$ cat src/rtl/burst_pkg.sv
package burst_pkg;
    typedef enum logic [1:0] {
        ST_IDLE  = 2'd0,
        ST_CALC  = 2'd1,
        ST_ISSUE = 2'd2,
        ST_DONE  = 2'd3
    } chop_state_e;

    localparam logic [1:0] BURST_FIXED = 2'b00;
    localparam logic [1:0] BURST_INCR  = 2'b01;

    localparam int unsigned PAGE_BYTES   = 4096;
    localparam int unsigned FIXED_BEATS  = 16;
    localparam int unsigned INCR_BEATS   = 256;
endpackage

$ cat src/rtl/beat_round.sv
module beat_round #(
    parameter int ADDR_W  = 32,
    parameter int BYTES_W = 32,
    parameter int SZ      = 2,
    localparam int CNT_W  = BYTES_W + 1 - SZ
) (
    input  logic [ADDR_W-1:0]  addr_in,
    input  logic [BYTES_W-1:0] bytes_in,
    output logic [ADDR_W-1:0]  addr_aligned,
    output logic [CNT_W-1:0]   beats_out
);
    localparam logic [BYTES_W:0] ROUND_ADD = (BYTES_W+1)'((1 << SZ) - 1);

    logic [BYTES_W:0] padded;

    always_comb begin
        padded       = {1'b0, bytes_in} + ROUND_ADD;
        beats_out    = padded[BYTES_W:SZ];
        addr_aligned = addr_in & ~ADDR_W'((1 << SZ) - 1);
    end
endmodule

$ cat src/rtl/burst_len_calc.sv
module burst_len_calc
    import burst_pkg::*;
#(
    parameter int ADDR_W = 32,
    parameter int CNT_W  = 31,
    parameter int SZ     = 2
) (
    input  logic [ADDR_W-1:0] cur_addr,
    input  logic [CNT_W-1:0]  beats_left,
    input  logic              incr_mode,
    input  logic [7:0]        cap,
    output logic [8:0]        beats
);
    localparam int LW = 14;

    logic [LW-1:0] room_bytes;
    logic [LW-1:0] room_beats;
    logic [LW-1:0] cap_beats;
    logic [LW-1:0] lim;

    always_comb begin
        room_bytes = LW'(PAGE_BYTES) - LW'(cur_addr[11:0]);
        room_beats = room_bytes >> SZ;
        cap_beats  = LW'(cap) + LW'(1);
        lim        = incr_mode ? LW'(INCR_BEATS) : LW'(FIXED_BEATS);
        if (incr_mode && room_beats < lim) lim = room_beats;
        if (cap_beats < lim)               lim = cap_beats;
        if (beats_left < CNT_W'(lim))      lim = LW'(beats_left);
        beats = lim[8:0];
    end
endmodule

$ cat src/rtl/burst_chopper.sv
module burst_chopper
    import burst_pkg::*;
#(
    parameter int ADDR_W  = 32,
    parameter int DATA_W  = 32,
    parameter int BYTES_W = 32
) (
    input  logic               clk,
    input  logic               rst_n,
    input  logic               desc_valid,
    output logic               desc_ready,
    input  logic [ADDR_W-1:0]  desc_addr,
    input  logic [BYTES_W-1:0] desc_bytes,
    input  logic               desc_incr,
    input  logic [7:0]         cap_len,
    output logic               req_valid,
    input  logic               req_ready,
    output logic [ADDR_W-1:0]  req_addr,
    output logic [7:0]         req_len,
    output logic [2:0]         req_size,
    output logic [1:0]         req_burst,
    output logic               done
);
    localparam int BUS_BYTES = DATA_W / 8;
    localparam int SZ        = $clog2(BUS_BYTES);
    localparam int CNT_W     = BYTES_W + 1 - SZ;

    chop_state_e state_q, state_d;

    logic [ADDR_W-1:0] base_q;
    logic [CNT_W-1:0]  rem_q;
    logic              incr_q;
    logic [7:0]        cap_q;
    logic [ADDR_W-1:0] req_addr_q;
    logic [7:0]        req_len_q;

    logic [ADDR_W-1:0] addr_aligned;
    logic [CNT_W-1:0]  desc_beats;
    logic [8:0]        next_beats;
    logic              accept;
    logic              handshake;

    beat_round #(.ADDR_W(ADDR_W), .BYTES_W(BYTES_W), .SZ(SZ)) u_round (
        .addr_in      (desc_addr),
        .bytes_in     (desc_bytes),
        .addr_aligned (addr_aligned),
        .beats_out    (desc_beats)
    );

    burst_len_calc #(.ADDR_W(ADDR_W), .CNT_W(CNT_W), .SZ(SZ)) u_len (
        .cur_addr   (base_q),
        .beats_left (rem_q),
        .incr_mode  (incr_q),
        .cap        (cap_q),
        .beats      (next_beats)
    );

    assign accept    = desc_valid && desc_ready;
    assign handshake = req_valid && req_ready;

    // next-state logic
    always_comb begin
        state_d = state_q;
        unique case (state_q)
            ST_IDLE:  if (accept) state_d = (desc_beats == '0) ? ST_DONE : ST_CALC;
            ST_CALC:  state_d = ST_ISSUE;
            ST_ISSUE: if (handshake) state_d = (rem_q == '0) ? ST_DONE : ST_CALC;
            ST_DONE:  state_d = ST_IDLE;
            default:  state_d = ST_IDLE;
        endcase
    end

    // state register
    always_ff @(posedge clk or negedge rst_n) begin
        if (!rst_n) state_q <= ST_IDLE;
        else        state_q <= state_d;
    end

    // outputs decoded from state
    always_comb begin
        desc_ready = 1'b0;
        req_valid  = 1'b0;
        done       = 1'b0;
        unique case (state_q)
            ST_IDLE:  desc_ready = 1'b1;
            ST_CALC:  ;
            ST_ISSUE: req_valid  = 1'b1;
            ST_DONE:  done       = 1'b1;
            default:  ;
        endcase
    end

    assign req_addr  = req_addr_q;
    assign req_len   = req_len_q;
    assign req_size  = 3'(SZ);
    assign req_burst = incr_q ? BURST_INCR : BURST_FIXED;

    // descriptor tracking and request registers
    always_ff @(posedge clk or negedge rst_n) begin
        if (!rst_n) begin
            base_q     <= '0;
            rem_q      <= '0;
            incr_q     <= 1'b0;
            cap_q      <= '0;
            req_addr_q <= '0;
            req_len_q  <= '0;
        end else if (state_q == ST_IDLE && accept) begin
            base_q <= addr_aligned;
            rem_q  <= desc_beats;
            incr_q <= desc_incr;
            cap_q  <= cap_len;
        end else if (state_q == ST_CALC) begin
            req_addr_q <= base_q;
            req_len_q  <= 8'(next_beats - 9'd1);
            rem_q      <= rem_q - CNT_W'(next_beats);
            if (incr_q) base_q <= base_q + (ADDR_W'(next_beats) << SZ);
        end
    end

    // checks
    logic [13:0] chk_end;
    assign chk_end = 14'(req_addr_q[11:0]) + ((14'(req_len_q) + 14'd1) << SZ);

    AST_DESC_ONLY_IDLE: assert property (@(posedge clk) disable iff (!rst_n)
        desc_ready |-> !req_valid && !done);
    AST_ALIGNED: assert property (@(posedge clk) disable iff (!rst_n)
        req_valid |-> req_addr[SZ-1:0] == '0);
    AST_NO_PAGE_CROSS: assert property (@(posedge clk) disable iff (!rst_n)
        (req_valid && req_burst == BURST_INCR) |-> chk_end <= 14'd4096);
    AST_FIXED_LIMIT: assert property (@(posedge clk) disable iff (!rst_n)
        (req_valid && req_burst == BURST_FIXED) |-> req_len <= 8'd15);
    AST_CAP: assert property (@(posedge clk) disable iff (!rst_n)
        req_valid |-> req_len <= cap_q);
    AST_REQ_HOLD: assert property (@(posedge clk) disable iff (!rst_n)
        (req_valid && !req_ready) |=> req_valid && $stable(req_addr) && $stable(req_len));
    AST_DONE_PULSE: assert property (@(posedge clk) disable iff (!rst_n)
        done |=> !done);
endmodule

$ cat config.mk
export PLATFORM = sky130hd
export DESIGN_NAME = burst_chopper
export DESIGN_NICKNAME = d
export VERILOG_FILES = /design/src/rtl/burst_pkg.sv /design/src/rtl/beat_round.sv /design/src/rtl/burst_len_calc.sv /design/src/rtl/burst_chopper.sv
export SDC_FILE = /design/constraint.sdc
export NUM_CORES = 1
export LEC_CHECK = 0
export BUFFER_PORTS_ARGS = -buffer_cell sky130_fd_sc_hd__buf_2
export CAP_MARGIN = 20
export CORE_MARGIN = 2
export CORE_UTILIZATION = 52
export CTS_CLUSTER_DIAMETER = 30
export CTS_CLUSTER_SIZE = 25
export DETAILED_ROUTE_END_ITERATION = 10
export GPL_ROUTABILITY_DRIVEN = 0
export HOLD_SLACK_MARGIN = 0.05
export PLACE_DENSITY = 0.77
export SYNTH_ARGS = -nofsm -noshare
export SYNTH_HDL_FRONTEND = slang
export SYNTH_SLANG_ARGS = --single-unit
$ cat constraint.sdc
create_clock -name clk -period 9.2 [get_ports clk]
set_clock_uncertainty 0.05 [all_clocks]
set_input_delay 0.92 -clock clk [delete_from_list [all_inputs] [get_ports clk]]
set_output_delay 0.92 -clock clk [all_outputs]
set_load 0.05 [all_outputs]
==> results of run 1 <==
==> critical path: cells and delay by family (launching register included) <==
kind / cells / cell delay (ns)
buf+inv: 2 / 0.27
xor+xnor: 1 / 0.19
mux: 1 / 0.23
compound gates: 20 / 4.46
flops: 1 / 0.39
fa+ha+maj: 5 / 1.55
simple gates: 7 / 1.55
==> power by group <==
group	internal (uW)	switching [uW]	total [uW]	leakage, uW
clock network	189	193	383	0.000141
registers	715	237	952	0.00133
logic	1000	1540	2550	0.00263
total	1910	1970	3880	0.00410
==> final cells by class <==
class | count | area [sq um]
flip-flops and latches | 110 | 2753
well taps | 184 | 230.2
clock inverters | 6 | 53.80
multi-input cells | 730 | 4671
inverters | 39 | 146.4
clock buffers | 10 | 229.0
repair buffers | 154 | 872.1
fillers | 1280 | 5579
==> Yosys cell counts (6+ instances only) <==
cell type | instances | area, sq um
dfrtp_1 | 110 | 2753
ha_1 | 40 | 500.5
a31oi_1 | 7 | 43.79
a21boi_0 | 6 | 45.04
a21o_1 | 10 | 75.07
nor2b_1 | 8 | 50.05
o211ai_1 | 14 | 105.1
nand4_1 | 12 | 75.07
nor4_1 | 14 | 87.58
inv_1 | 39 | 146.4
and3_1 | 21 | 131.4
nor3_1 | 21 | 105.1
o21ai_0 | 57 | 285.3
a21oi_1 | 38 | 190.2
mux2i_1 | 9 | 90.09
xor2_1 | 40 | 350.3
nand2_1 | 187 | 701.9
or3_1 | 6 | 37.54
clkbuf_1 | 35 | 131.4
nand3_1 | 31 | 155.2
nor2_1 | 47 | 176.4
xnor2_1 | 40 | 350.3
o311ai_0 | 6 | 52.55
buf_4 | 8 | 60.06
o21ai_1 | 7 | 35.03
and2_1 | 7 | 43.79
==> what timing repair did <==
item,4_1_cts,5_1_grt
buffers inserted,0,7
setup endpoints to repair,0,46
hold endpoints to repair,0,0
resized for setup,0,22
==> per-stage QoR <==
stage | power (uW) | hold slack (ns)
global route | 4232 | 0.4486
CTS | 3777 | 0.4249
floorplan | 2707 | 0.4086
finish | 3882 | 0.4173
global placement | 3307 | 0.4051
detailed placement | 3374 | 0.4072
==> layout by cell type (no fill, tap or decap), types with 6 or more instances in the layout <==
cell type,instances
nor2_1,47
xor2_1,40
clkbuf_16,9
o211ai_1,14
buf_2,115
buf_4,38
nor3_1,20
inv_1,39
nand2_1,185
and3_1,21
ha_1,40
and2_1,6
dfrtp_1,110
o21ai_1,12
or3_1,6
nor4_1,14
o311ai_0,6
a21o_1,10
o21ai_0,52
nand4_1,12
nand3_1,31
conb_1,8
a31oi_1,7
mux2i_1,6
a21oi_1,37
nor2b_1,7
xnor2_1,40
==> logic make-up after synthesis <==
logic type	count (synthesis)	share of synthesized area, %
AO/OA/AOI/OAI	197	17.12
XOR/XNOR	80	9.076
adder cells (fa/ha/maj)	42	7.002
buffers and inverters	92	5.154
flip-flops	110	35.66
multiplexers	14	1.896
other	2	0.09728
AND/OR/NAND/NOR	389	24.00
==> layer usage <==
metal  up-vias  global-route usage, %  part of all wire (%)
li1       3472                      -                     -
met1      3272                  35.26                    48
met2       177                  39.01                    46
met5         -                      0                     0
met4         0                  7.886                   1.9
met3        33                  3.314                   4.4
==> registers in the layout, summed over array words and instances, names as in the netlist <==
register,count
req_len,8
state_q,2
base_q,30
incr_q,1
req_addr,30
cap_q,8
rem_q,31
==> path summary, 6_finish.rpt <==
check / end / cells after the start
worst max-delay path: rem_q[30]$_DFFE_PN0P_ / 36
worst min-delay path: req_addr[5]$_DFFE_PN0P_ / 2
worst max register to register: rem_q[30]$_DFFE_PN0P_ / 36
worst min register to register: req_addr[5]$_DFFE_PN0P_ / 2
max in group asynchronous: rem_q[5]$_DFFE_PN0P_ / 2
min in group asynchronous: cap_q[3]$_DFFE_PN0P_ / 1
==> impl_metrics.py, run 1 <==
metrics = {
    "status": {
        "status": "complete, no violations",
    },
    "clocking": {
        "h-tree-depth": 3,
        "numCtsBuffers": 9,
        "clkSinkCount": 110,
        "cts-root-buf": "clkbuf_16",
        "clkTransAtPathRegs_ns": 0.07,
        "cts_buffer_depth": 2,
        "ctsHoldBuffers": 0,
        "clk_latency_ns": 0.36,
        "cts_tree": "built",
    },
    "global_routing": {
        "grt_pass1_vias": 6520,
        "grt_usage_pct": 24.63,
        "grt_overflow": 0,
        "antenna_found_initial": 0,
        "grt_max_degree": 77,
        "grt_pass1_wl_microns": 32120,
    },
    "layout": {
        "area_delta_synth_final_pct": 16.00,
        "final_util_pct": 61.61,
        "final_cell_area_sq_um": 8955,
        "drive_above_1_share_pct": 20.31,
        "nets": 1163,
        "n_antenna_cell": 0,
        "layout.cells.non_filler": 1233,
    },
    "routing": {
        "viasPerCell": 5.640,
        "dr.pass1.iters": 5,
        "drt_wl_total_microns": 19470,
        "drt-wirelength-per-cell_microns": 15.79,
        "drc": 0,
        "vias": 6954,
        "ant_nets": 0,
        "drtIter0Drc": 420,
    },
    "yosys": {
        "netlist-cell-type-count": 72,
        "yosys_warnings": 0,
        "synth_edf_count": 0,
        "synth_area_sq_um": 7720,
        "synth_seq_area_share_pct": 35.66,
        "syn_avg_cell_area_sq_um": 8.337,
        "synth_cells": 926,
        "async_flop_share_pct": 100.0,
        "synth-main-ff-cell": "dfrtp_1",
        "ys_ff_latch": 110,
    },
    "setup_path": {
        "cpMostUsedCell": "ha_1",
        "regToRegSetupSlack_ns": 0.39,
        "required_ns": 9.41,
        "slowest_delay_ns": 0.57,
        "arrival_ns": 9.01,
        "crit_slowest_cell": "or4_4",
        "worstSetupPathType": "reg -> reg",
        "worst_setup_path_end_kind": "flop",
        "r2r_start": "base_q[8]$_DFFE_PN0P_",
        "crit_start": "base_q[8]$_DFFE_PN0P_",
        "crit_fanout": 6,
        "start_kind": "flop",
    },
    "power_and_ir_drop": {
        "p_per_area_nw_per_um2": 433.5,
        "leakagePower_uw": 0.004104,
        "max-vdd-ir-drop_v": 0.0003068,
    },
    "die": {
        "num_rows": 44,
        "initial_core_util_pct": 53.12,
        "pin_count": 125,
        "core-area_sq_um": 14530,
        "fp.dieH_microns": 125.8,
        "die_w_microns": 125.8,
        "die_area_sq_um": 15840,
    },
    "sta": {
        "min_period_ns": 8.809,
        "finalMaxSlewViolations": 0,
        "hold_violations": 0,
        "fin_crit_sh_pct": 95.75,
        "finalSetupViolations": 0,
        "final_critical_path_setup_slack_ns": 0.3909,
        "tns_ns": 0,
        "fmax_ghz": 0.1135,
        "slew-limit-headroom_pct": 37.63,
        "worstMarginPinSlew_ns": 0.9356,
    },
    "hold_path": {
        "hold_class": "reg -> reg",
        "min_from": "req_addr[5]$_DFFE_PN0P_",
    },
    "flow_run": {
        "max_cap_viol_count": 0,
    },
    "place": {
        "placed_cells": 1209,
        "dp_hpwl_microns": 14170,
        "placed_area_sq_um": 8538,
        "dp_slack_ns": 0.1064,
        "port_buffers": 116,
    },
}
Note: power is estimated with default switching activity, not from simulation.
==> run 2, diff against run 1 <==
--- a/config.mk
+++ b/config.mk
@@ -5,16 +5,17 @@
 export SDC_FILE = /design/constraint.sdc
 export NUM_CORES = 1
 export LEC_CHECK = 0
+export ABC_AREA = 1
 export BUFFER_PORTS_ARGS = -buffer_cell sky130_fd_sc_hd__buf_2
 export CAP_MARGIN = 20
 export CORE_MARGIN = 2
-export CORE_UTILIZATION = 52
+export CORE_UTILIZATION = 53
 export CTS_CLUSTER_DIAMETER = 30
 export CTS_CLUSTER_SIZE = 25
 export DETAILED_ROUTE_END_ITERATION = 10
 export GPL_ROUTABILITY_DRIVEN = 0
 export HOLD_SLACK_MARGIN = 0.05
-export PLACE_DENSITY = 0.77
+export PLACE_DENSITY = 0.78
 export SYNTH_ARGS = -nofsm -noshare
 export SYNTH_HDL_FRONTEND = slang
 export SYNTH_SLANG_ARGS = --single-unit
==> impl_metrics.py, run 2 <==
metrics = {
    "clocking": {
        "cts_tree": "built",
        "numCtsBuffers": 9,
        "clkSinkCount": 110,
        "clkTransAtPathRegs_ns": 0.08,
        "cts_buffer_depth": 2,
        "h-tree-depth": 3,
        "clk_latency_ns": 0.36,
        "cts-root-buf": "clkbuf_16",
        "post_cts.repair.setup_buffers": 0,
    },
    "die": {
        "die_area_sq_um": 16200,
        "fp.dieH_microns": 127.3,
        "num_rows": 45,
        "core-area_sq_um": 15030,
        "initial_core_util_pct": 53.58,
        "pin_count": 125,
        "die_w_microns": 127.3,
    },
    "global_routing": {
        "use_met3_pct": 2.471,
        "grt_use_met1_pct": 36.84,
        "top_usage_layer": "met2",
        "grt_pass1_wl_microns": 33900,
        "grt_usage_pct": 25.73,
        "grt_overflow": 0,
        "grtUsageMet2_pct": 40.99,
        "grt_max_degree": 82,
        "grt_pass1_vias": 7123,
        "antenna_found_initial": 0,
    },
    "layout": {
        "regMostFlops": "rem_q",
        "drive_above_1_share_pct": 14.64,
        "largest_reg_flops": 31,
        "area_delta_synth_final_pct": 13.40,
        "nets": 1357,
        "layout.cells.non_filler": 1431,
        "n_antenna_cell": 0,
        "final_util_pct": 60.77,
        "most-common-layout-cells": "nand2_1 (285), inv_1 (138), buf_2 (115)",
        "final_common_cell": "nand2_1",
    },
    "hold_path": {
        "min_to": "req_addr[19]$_DFFE_PN0P_",
        "hold_depth": 2,
        "min_from": "req_addr[19]$_DFFE_PN0P_",
        "hold_class": "reg -> reg",
    },
    "setup_path": {
        "crit_slowest_cell": "dfrtp_1",
        "worstSetupPathType": "reg -> reg",
        "slowest_delay_ns": 0.43,
        "crit_fanout": 17,
        "worst_setup_path_end_kind": "flop",
        "r2r-end": "base_q[28]$_DFFE_PN0P_",
        "reg2reg_depth": 51,
        "cpMostUsedCell": "nor2_1",
        "regToRegSetupSlack_ns": 1.01,
        "start_kind": "flop",
        "r2r_start": "base_q[2]$_DFFE_PN0P_",
        "required_ns": 9.44,
        "arrival_ns": 8.44,
    },
    "routing": {
        "drtIter0Drc": 651,
        "drt_wl_total_microns": 20120,
        "viasPerCell": 5.427,
        "vias": 7766,
        "drc": 0,
        "dr.pass1.iters": 5,
        "ant_nets": 0,
        "drt-wirelength-per-cell_microns": 14.06,
    },
    "sta": {
        "hold_violations": 0,
        "whs_ns": 0.4333,
        "rsz0062_at_grt": "false",
        "finalMaxSlewViolations": 0,
        "tns_ns": 0,
        "fmax_ghz": 0.1221,
        "finalSetupViolations": 0,
        "min_period_ns": 8.193,
        "slew-limit-headroom_pct": 48.95,
        "worstMarginPinSlew_ns": 0.7657,
        "fin_crit_sh_pct": 89.06,
    },
    "yosys": {
        "netlist-cell-type-count": 55,
        "synth_commonest_cells": "nand2_1 (287), inv_1 (139), nor2_1 (112)",
        "synth_top_area_share_pct": 34.17,
        "synth-main-ff-cell": "dfrtp_1",
        "synth_cells": 1136,
        "synth_area_leader_cell": "dfrtp_1",
        "synth_seq_area_share_pct": 34.17,
        "ys_ff_latch": 110,
        "synth_area_sq_um": 8055,
        "synth_area_leaders": "dfrtp_1 (34%), nand2_1 (13%), inv_1 (6.5%)",
        "synth_edf_count": 0,
        "yosys_warnings": 0,
        "async_flop_share_pct": 100.0,
        "syn_avg_cell_area_sq_um": 7.091,
        "synth_most_common_cell": "nand2_1",
    },
    "place": {
        "dp_hpwl_microns": 14860,
        "port_buffers": 116,
        "placed_cells": 1414,
    },
    "flow_run": {
        "max_cap_viol_count": 0,
    },
    "status": {
        "status": "complete, no violations",
    },
}
==> run 2: cell count changes in the layout (fill, tap and decap cells not counted), sizes merged, moves of 11 or more <==
cell and delta:
nand2 +113, inv +100, nor2 +73, o21ai +39, buf -30, xnor2 -30, nand3 +20, and3 -19
a21oi -11
==> run 2: cell families after synthesis <==
group	share of synthesized area, %
simple gates	29.51
xor+xnor	6.306
buf+inv	8.823
flops	34.17
compound gates	14.24
other cells	0.09323
fa+ha+maj	6.710
mux	0.1398
==> run 2: cell type report <==
cell class	count	area [sq um]
inverter	144	540.5
multi-input combinational	850	4628
clock buffer	10	229.0
tap	188	235.2
sequential	110	2753
fill	1434	5898
timing repair buffer	123	655.6
clock inverter	6	93.84
==> run 2: metrics by stage <==
step / setup WS [ns] / area (sq um)
2_1_floorplan: 2.108 / 8078
3_3_place_gp: 1.112 / 8778
3_5_place_dp: 0.9350 / 8778
4_1_cts: 0.8856 / 9101
5_1_grt: 0.1102 / 9135
6_report: 1.007 / 9135
==> run 2: repair_timing <==
action | 4_1_cts | 5_1_grt
endpoints found under the setup margin | 0 | 3
resized for setup | 0 | 4
hold buffers | 0 | 0
==> run 2: worst max path at each step <==
| stage | startpoint | endpoint | slack [ns] | cells past startpoint |
|---|---|---|---|---|
| 2_1_floorplan | base_q[2]$_DFFE_PN0P_ | base_q[28]$_DFFE_PN0P_ | 2.11 | 52 |
| 3_3_place_gp | base_q[2]$_DFFE_PN0P_ | base_q[28]$_DFFE_PN0P_ | 1.11 | 47 |
| 3_5_place_dp | base_q[2]$_DFFE_PN0P_ | base_q[28]$_DFFE_PN0P_ | 0.94 | 47 |
| 4_1_cts | base_q[2]$_DFFE_PN0P_ | base_q[28]$_DFFE_PN0P_ | 0.89 | 47 |
| 5_1_grt | base_q[2]$_DFFE_PN0P_ | base_q[28]$_DFFE_PN0P_ | 0.11 | 51 |
| 6_report | base_q[2]$_DFFE_PN0P_ | base_q[28]$_DFFE_PN0P_ | 1.01 | 51 |
==> run 2: critical path, delay by kind of cell (launching register included) <==
kind                     cells  cell delay, ns
AO/OA/AOI/OAI               15            2.39
flip-flops                   1            0.43
buffers and inverters        6            0.63
XOR/XNOR                     1            0.14
adder cells (fa/ha/maj)      6            1.73
AND/OR/NAND/NOR             23            2.70
==> run 2: metal layers <==
metal	vias to the layer above	share of wire, %
met1	3555	47
met5	-	0
met4	0	2.0
met2	250	45
li1	3930	-
met3	31	5.7
Power of run 2 is not shown: default switching activity piles up to over one toggle a cycle in this logic, so the estimate is an artifact.
